File: src/rtl/lirq_pkg.sv
package lirq_pkg;

  localparam int unsigned NEV = 4;

  // word indices (byte offset >> 2) of the registers inside a locality window
  localparam logic [5:0] W_EN  = 6'h02;
  localparam logic [5:0] W_VEC = 6'h03;
  localparam logic [5:0] W_STS = 6'h04;
  localparam logic [5:0] W_CAP = 6'h05;

  localparam logic [31:0] EN_MASTER  = 32'h8000_0000;
  localparam logic [31:0] EN_POL     = 32'h0000_0018;
  localparam logic [31:0] EN_POL_LOW = 32'h0000_0008;
  localparam logic [31:0] EV_SUP     = 32'h0000_0087;
  localparam logic [31:0] EN_WMASK   = EN_MASTER | EN_POL | EV_SUP;
  localparam logic [31:0] CAP_VALUE  = 32'h0000_0010 | EV_SUP;

  // byte enables for a write of the given size starting at the given lane
  function automatic logic [31:0] lane_mask(input logic [1:0] lane, input logic [1:0] size);
    logic [3:0]  be;
    logic [31:0] m;
    case (size)
      2'd0:    be = 4'b0001;
      2'd1:    be = 4'b0011;
      default: be = 4'b1111;
    endcase
    be = be << lane;
    for (int i = 0; i < 4; i++) m[i*8 +: 8] = {8{be[i]}};
    return m;
  endfunction

  function automatic logic [31:0] lane_data(input logic [1:0] lane, input logic [31:0] d);
    return d << {lane, 3'b000};
  endfunction

  // event pulse vector to status bit positions
  function automatic logic [31:0] ev_bits(input logic [NEV-1:0] ev);
    return {24'b0, ev[3], 4'b0, ev[2:0]};
  endfunction

endpackage

File: src/rtl/lirq_loc_regs.sv
module lirq_loc_regs
  import lirq_pkg::*;
(
  input  logic        clk,
  input  logic        rst_n,
  input  logic        en_wr,
  input  logic        sts_wr,
  input  logic [31:0] wr_bits,
  input  logic [31:0] wr_mask,
  input  logic [31:0] ev_in,
  output logic [31:0] en_q,
  output logic [31:0] sts_q,
  output logic        raise,
  output logic        drop
);

  logic [31:0] set_bits, clr_bits, sts_after, sts_d, en_d;

  always_comb begin
    set_bits  = en_q[31] ? (ev_in & en_q & EV_SUP) : 32'h0;
    clr_bits  = sts_wr ? (wr_bits & wr_mask & EV_SUP) : 32'h0;
    sts_after = sts_q & ~clr_bits;
    sts_d     = sts_after | set_bits;
    raise     = |set_bits;
    drop      = (|clr_bits) && (|sts_q) && (sts_after == 32'h0);
    en_d      = en_wr ? ((en_q & ~wr_mask) | (wr_bits & wr_mask & EN_WMASK)) : en_q;
  end

  always_ff @(posedge clk) begin
    if (!rst_n) begin
      en_q  <= EN_POL_LOW;
      sts_q <= 32'h0;
    end else begin
      en_q  <= en_d;
      sts_q <= sts_d;
    end
  end

endmodule

File: src/rtl/lirq_line.sv
module lirq_line #(
  parameter int unsigned NLOC = 5
) (
  input  logic            clk,
  input  logic            rst_n,
  input  logic [NLOC-1:0] raise_vec,
  input  logic [NLOC-1:0] drop_vec,
  output logic            irq
);

  always_ff @(posedge clk) begin
    if (!rst_n)          irq <= 1'b0;
    else if (|raise_vec) irq <= 1'b1;
    else if (|drop_vec)  irq <= 1'b0;
  end

endmodule

File: src/rtl/lirq_rdmux.sv
module lirq_rdmux
  import lirq_pkg::*;
#(
  parameter int unsigned NLOC    = 5,
  parameter int unsigned LOC_W   = 3,
  parameter int unsigned IRQ_NUM = 11
) (
  input  logic [NLOC-1:0][31:0] en_all,
  input  logic [NLOC-1:0][31:0] sts_all,
  input  logic [LOC_W-1:0]      acc_loc,
  input  logic [5:0]            word,
  output logic [31:0]           rd_data
);

  logic [31:0] en_sel, sts_sel;

  always_comb begin
    en_sel  = 32'h0;
    sts_sel = 32'h0;
    for (int i = 0; i < NLOC; i++) begin
      if (acc_loc == LOC_W'(i)) begin
        en_sel  = en_all[i];
        sts_sel = sts_all[i];
      end
    end
    case (word)
      W_EN:    rd_data = en_sel;
      W_STS:   rd_data = sts_sel;
      W_VEC:   rd_data = {28'h0, 4'(IRQ_NUM)};
      W_CAP:   rd_data = CAP_VALUE;
      default: rd_data = 32'h0;
    endcase
  end

endmodule

File: src/rtl/lirq_top.sv
module lirq_top
  import lirq_pkg::*;
#(
  parameter int unsigned NUM_LOC = 5,
  parameter int unsigned LOC_W   = 3,
  parameter int unsigned IRQ_NUM = 11
) (
  input  logic             clk,
  input  logic             rst_n,
  input  logic [3:0]       ev_pulse,
  input  logic [LOC_W-1:0] ev_loc,
  input  logic [LOC_W-1:0] acc_loc,
  input  logic [LOC_W-1:0] active_loc,
  input  logic [7:0]       acc_addr,
  input  logic [1:0]       acc_size,
  input  logic             acc_wr,
  input  logic [31:0]      acc_wdata,
  output logic [31:0]      rd_data,
  output logic             irq
);

  logic [5:0]                  word;
  logic                        wr_owned;
  logic                        en_wr_any, sts_wr_any;
  logic [31:0]                 wr_bits, wr_mask, ev_vec;
  logic [NUM_LOC-1:0][31:0]    en_all, sts_all;
  logic [NUM_LOC-1:0]          raise_vec, drop_vec;

  assign word       = acc_addr[7:2];
  assign wr_owned   = acc_wr && (acc_loc < LOC_W'(NUM_LOC)) && (acc_loc == active_loc);
  assign en_wr_any  = wr_owned && (word == W_EN);
  assign sts_wr_any = wr_owned && (word == W_STS);
  assign wr_bits    = lane_data(acc_addr[1:0], acc_wdata);
  assign wr_mask    = lane_mask(acc_addr[1:0], acc_size);
  assign ev_vec     = ev_bits(ev_pulse);

  for (genvar g = 0; g < NUM_LOC; g++) begin : g_loc
    logic mine;
    assign mine = (acc_loc == LOC_W'(g));
    lirq_loc_regs u_regs (
      .clk     (clk),
      .rst_n   (rst_n),
      .en_wr   (en_wr_any && mine),
      .sts_wr  (sts_wr_any && mine),
      .wr_bits (wr_bits),
      .wr_mask (wr_mask),
      .ev_in   ((ev_loc == LOC_W'(g)) ? ev_vec : 32'h0),
      .en_q    (en_all[g]),
      .sts_q   (sts_all[g]),
      .raise   (raise_vec[g]),
      .drop    (drop_vec[g])
    );
  end

  lirq_line #(.NLOC(NUM_LOC)) u_line (
    .clk       (clk),
    .rst_n     (rst_n),
    .raise_vec (raise_vec),
    .drop_vec  (drop_vec),
    .irq       (irq)
  );

  lirq_rdmux #(.NLOC(NUM_LOC), .LOC_W(LOC_W), .IRQ_NUM(IRQ_NUM)) u_rd (
    .en_all  (en_all),
    .sts_all (sts_all),
    .acc_loc (acc_loc),
    .word    (word),
    .rd_data (rd_data)
  );

endmodule

File: config.mk
export PLATFORM = sky130hd
export DESIGN_NAME = lirq_top
export DESIGN_NICKNAME = d
export VERILOG_FILES = /design/src/rtl/lirq_pkg.sv /design/src/rtl/lirq_loc_regs.sv /design/src/rtl/lirq_line.sv /design/src/rtl/lirq_rdmux.sv /design/src/rtl/lirq_top.sv
export SDC_FILE = /design/constraint.sdc
export NUM_CORES = 1
export LEC_CHECK = 0
export BUFFER_PORTS_ARGS = -buffer_cell sky130_fd_sc_hd__clkbuf_2
export CORE_ASPECT_RATIO = 1.4
export CORE_MARGIN = 2
export CORE_UTILIZATION = 43
export DETAILED_ROUTE_END_ITERATION = 7
export GPL_ROUTABILITY_DRIVEN = 0
export MAX_ROUTING_LAYER = met4
export PLACE_DENSITY = 0.71
export REMOVE_ABC_BUFFERS = 1
export SLEW_MARGIN = 30
export SYNTH_ARGS = -nofsm -noshare
export SYNTH_HDL_FRONTEND = slang
export SYNTH_SLANG_ARGS = --single-unit
export TNS_END_PERCENT = 5
File: constraint.sdc
create_clock -name clk -period 6.3 [get_ports clk]
set_input_delay 0.63 -clock clk [delete_from_list [all_inputs] [get_ports clk]]
set_output_delay 0.63 -clock clk [all_outputs]
set_load 0.1 [all_outputs]
After elaboration in Yosys (flattened, before gate mapping)
Cells that the tools add are included.
{ "op_classes": {"order_cmp": 1, "n_eq_ne": 14, "shift": 2, "mux": 29, "bitwise": 32, "reduce_logical": 45} }
{ "op_table": {"columns": ["cell", "n"], "rows": [
  ["32-bit bitwise AND", 11],
  ["32-bit 2-to-1 mux", 10],
  ["32-bit bitwise OR", 10],
  ["32-bit OR reduction", 10],
  ["32-bit inverter", 6],
  ["32-bit logical NOT", 5],
  ["160-bit OR reduction", 1],
  ["32-bit one-hot mux with 4 select lines", 1],
  ["8-bit 2-to-1 mux", 15],
  ["8-bit bitwise AND", 5],
  ["32-bit by 5-bit << shifter with 32-bit output", 1],
  ["1-bit logical AND", 24],
  ["3-bit by 2-bit == test with 1-bit output (second input constant)", 4],
  ["6-bit by 2-bit == test with 1-bit output (second input constant)", 2],
  ["6-bit by 3-bit == test with 1-bit output (second input constant)", 2],
  ["4-bit one-hot mux with 2 select lines", 1],
  ["3-bit by 1-bit == test with 1-bit output (second input constant)", 2],
  ["3-bit == test (second input constant)", 2],
  ["3-bit logical NOT", 2],
  ["5-bit OR reduction", 1],
  ["4-bit by 2-bit << shifter with 4-bit output", 1],
  ["3-bit == test", 1],
  ["3-bit < comparator (second input constant)", 1],
  ["2-bit by 1-bit == test with 1-bit output (second input constant)", 1],
  ["other kinds (3)", 4]
]} }
{ "totals": {"register_bits": 321, "inputBits": 58} }

Longest topological paths before layout
{ "depth": {"word_depth": 13, "depth_mapped": 8} }

By module
Synthesis repeated with hierarchy kept, for this count alone.
{ "unflattened": {"hier_cells": 1402, "hier_area_um2": 11204.5} }
{ "modules_own_cells": {"columns": ["mod", "instances", "cells_each", "area_per_inst_um2", "seq_area_each_um2"], "rows": [
  ["lirq_loc_regs", 5, 176, 1493.9, 720.7],
  ["lirq_rdmux", 1, 364, 2752.6, 0.0],
  ["lirq_top", 1, 153, 930.9, 0.0],
  ["lirq_line", 1, 5, 51.3, 20.0]
]} }

Least setup slack after synthesis
OpenSTA, ideal clock, no wires.
{ "synth_timing": {"path_kind": "in2out", "startpoint": "input port acc_loc[1]", "endpoint": "output port rd_data[3]", "arrival_time_ns": 4.995, "t_required_ns": 5.670, "slack_ns": 0.675, "cell_stages": 6, "path_cell_list": "buf_2 -> buf_2 -> nor3b_1 -> clkbuf_1 -> a221oi_1 -> nor4b_1"} }
{ "synth_via": {"elab_chain_len": 7} }
{ "synth_lines": {"columns": ["element", "line_no", "text"], "rows": [
  ["start, declared", "lirq_top.sv:12", "input logic [LOC_W-1:0] acc_loc,"],
  ["3-bit logical NOT", "lirq_rdmux.sv:21", "if (acc_loc == LOC_W'(i)) begin"],
  ["32-bit 2-to-1 mux (5 in series)", "lirq_rdmux.sv:21", null],
  ["32-bit one-hot mux with 4 select lines (*)", "lirq_rdmux.sv:26", "case (word)"],
  ["end, declared", "lirq_top.sv:18", "output logic [31:0] rd_data,"]
]} }
Every way passes the cells marked *; elsewhere a longest branch is shown, timed or not.

Worst setup path after layout
{ "layout_timing": {"startpoint": "input port acc_loc[2]", "endpoint": "output port rd_data[31]"} }
The elaborated chain is that of the path after synthesis.

==> flow_metrics.py <==
metrics = {
    "die": {
        "die_area_mm2": 0.0191,
        "num_rows": 58,
        "chipWidth_um": 117,
        "core_mm2": 0.0179,
        "io_pins": 91,
        "dieHeight_um": 163,
        "start_util_pct": 43.4,
    },
    "detailed_routing": {
        "route.detailed.drc": 0,
        "ant_nets": 0,
        "wl_per_cell_um": 18.3,
        "totalWireLength_um": 20100,
        "drt-pass1-iter-count": 5,
        "vias": 6286,
        "drt_iter0_drc": 514,
        "viasPerCell": 5.71,
    },
    "critical_path": {
        "path_buf_inv": 3,
        "rrSetupSlack_ns": 4.33,
        "slowest_stage": "and3_1",
        "r2r_cells": 5,
        "start_kind": "primary input",
        "crit_top_cell": "clkbuf_2",
        "end_kind": "output pin",
        "r2r_end": "u_line.irq",
        "crit_chain": "clkbuf_2, inv_2, and3_1, a22oi_1, a211oi_1, clkbuf_2",
        "cp_max_fo": 37,
        "slowest_delay_ns": 0.83,
        "path_delay_family": "buffers and inverters",
        "crit_cells": 6,
        "cp.required_ns": 5.67,
        "cp.arrival_ns": 3.42,
        "crit_type": "in2out",
    },
    "grt": {
        "grt_pass1_wl_um": 32100,
        "grt-ovfl-total": 0,
        "grt_pass1_vias": 6124,
        "grtUsageTotal_pct": 21.9,
        "antenna_found_initial": 0,
        "grt_max_degree": 49,
    },
    "placed_design": {
        "dpl.cell_count": 1068,
        "dp_hpwl_um": 13700,
        "placed_area_mm2": 0.00825,
        "port_buffers": 67,
    },
    "outcome": {
        "status": "completed",
    },
    "final_layout": {
        "layout.nets": 905,
        "final_layout_size_suffix_gt1_share_pct": 16.4,
        "diodes": 0,
        "instances_no_fill": 1100,
        "design_area_mm2": 0.00886,
        "syn_to_final_growth_pct": 14.2,
        "fill_cells": 1692,
    },
    "sta": {
        "tightest_slew_ns": 0.988,
        "slew-limit-headroom_pct": 33.2,
        "rsz0062_at_grt": "no",
        "period_needed_ns": 4.05,
        "hold_viol": 0,
        "finalSetupTns_ns": 0,
        "finalCritPeriodShare_pct": 64.4,
        "finClkSkew_ns": 0.0101,
        "setup_viol": 0,
        "drv_slew": 0,
        "fmax_mhz": 247,
    },
    "logic_synthesis": {
        "synth-seq-area-share_pct": 46.7,
        "synthTopCellsByArea": "dfxtp_1, and2_1, mux2i_1",
        "synthCells": 803,
        "synth_top_flop_cell": "dfxtp_1",
        "synth_top_area_share_pct": 46.7,
        "synth-seq-cells": 181,
        "synth-async-reset-ratio_pct": 0,
        "synth_area_per_cell_um2": 9.65,
        "synth_edf_count": 0,
        "yosysTopAreaCell": "dfxtp_1",
        "yosys_warnings": 0,
        "synth_area_mm2": 0.00775,
        "ys_types": 60,
    },
    "clock_network": {
        "cts.repair.resized": 0,
        "htreeDepth": 4,
        "cts_tree": "done",
        "max-clock-path-buffers": 2,
        "cts_post_setup_buffers_inserted": 0,
        "cts-root-buf": "clkbuf_16",
        "cts_num_sinks": 181,
        "cts.clk_slew.worst_paths_ns": 0.06,
        "cts-buffers-inserted": 17,
        "clk_latency_ns": 0.43,
        "cts_hold_buffers": 0,
    },
    "min_path": {
        "hold_class": "reg2reg",
        "worstHoldPathCells": 1,
        "min_to": "g_loc[0].u_regs.en_q[17]",
        "min_from": "g_loc[0].u_regs.en_q[17]",
    },
    "pwr": {
        "peakVddDrop_v": 0.000183,
        "leakage_nw": 3.57,
        "powerDensity_mw_per_mm2": 266,
        "total_power_mw": 2.35,
    },
    "run": {
        "drv_cap": 0,
    },
}
==> how the worst max path moves through the flow <==
stage / start / end / slack, ns
6_report: acc_loc[2] / rd_data[31] / 2.25
5_1_grt: acc_loc[2] / rd_data[31] / 2.05
4_1_cts: acc_loc[2] / rd_data[24] / 2.23
3_5_place_dp: acc_loc[2] / rd_data[24] / 2.23
3_3_place_gp: acc_loc[2] / rd_data[24] / 2.21
2_1_floorplan: acc_loc[1] / rd_data[3] / 0.77
==> power breakdown <==
group / switching (mW) / leakage [nW] / internal, mW
combinational: 0.0971 / 1.82 / 0.0319
clock: 0.467 / 0.295 / 0.614
sequential: 0.00000508 / 1.46 / 1.14
==> cell usage after synthesis, types with 3 or more instances <==
cell type    n
nor3_1       5
a22oi_1     36
dfxtp_1    181
o31ai_1     11
nand2b_1     3
clkbuf_1    39
nor3b_1      3
nand4_1      3
o21ai_0     28
inv_1        8
or3b_1       4
and3_1      12
nor4_1       6
nand2_1     73
a21oi_1     41
and2_1     115
buf_1        3
a222oi_1     3
nor2_1      46
mux2i_1     56
mux4_2      14
a211oi_1    21
nand3_1     23
buf_2        7
a221oi_1     7
a2111oi_4    3
a22o_1       8
==> layer usage <==
| metal | vias up | share of wire, % | global-route usage, % |
|---|---|---|---|
| met5 | - | 0 | - |
| met4 | 0 | 4.6 | 10.9 |
| met3 | 66 | 4.6 | 3.68 |
| li1 | 2978 | - | - |
| met2 | 247 | 50 | 37.5 |
| met1 | 2995 | 41 | 24.7 |
==> placed cells by master, fill, tap and decap left out, drive strengths merged, types with 6 or more instances in the layout <==
| master | netlist | layout |
|---|---|---|
| dfxtp | 181 | 181 |
| and2 | 116 | 116 |
| clkbuf | 39 | 87 |
| nand2 | 75 | 75 |
| mux2i | 56 | 56 |
| nor2 | 46 | 46 |
| a21oi | 41 | 41 |
| a22oi | 36 | 36 |
| o21ai | 29 | 29 |
| nand3 | 23 | 23 |
| a211oi | 21 | 21 |
| mux4 | 14 | 14 |
| inv | 9 | 13 |
| and3 | 12 | 12 |
| o31ai | 11 | 11 |
| a22o | 8 | 8 |
| buf | 11 | 8 |
| a221oi | 7 | 7 |
| nor4 | 6 | 6 |
| or3b | 6 | 6 |
==> worst register-to-register path, cell delays in order (launching register included) <==
cell and delay, ns:
dfxtp_1 0.35, nor4bb_1 0.79, a22o_1 0.24, a222oi_1 0.09, a31oi_1 0.30, a41o_1 0.16
==> metrics by stage <==
stage	util [%]	hold slack [ns]	worst slack, ns
finish	49.6	0.455	2.25
global route	49.6	0.464	2.05
CTS	49.6	0.457	2.23
detailed placement	46.2	0.440	2.23
global placement	46.2	0.436	2.21
floorplan	-	0.424	0.772
==> final cells by class <==
| cell class | instances | area, um2 | area share, % |
|---|---|---|---|
| Sequential cell | 181 | 3620 | 40.9 |
| Clock inverter | 12 | 144 | 1.62 |
| Inverter | 9 | 33.8 | 0.381 |
| Timing Repair Buffer | 75 | 395 | 4.46 |
| Tap cell | 240 | 300 | 3.39 |
| Clock buffer | 20 | 457 | 5.16 |
| Multi-Input combinational cell | 563 | 3900 | 44.1 |
==> logic make-up (layout without fill, tap and decap cells) <==
logic type	Yosys count	in the layout	synth area share [%]
AND/OR/NAND/NOR	314	314	22.0
XOR/XNOR	3	3	0.339
multiplexers	70	70	11.3
buffers and inverters	59	116	3.07
flip-flops	181	181	46.7
AO/OA/AOI/OAI	176	176	16.6
Note: power is estimated with default switching activity, not from simulation.
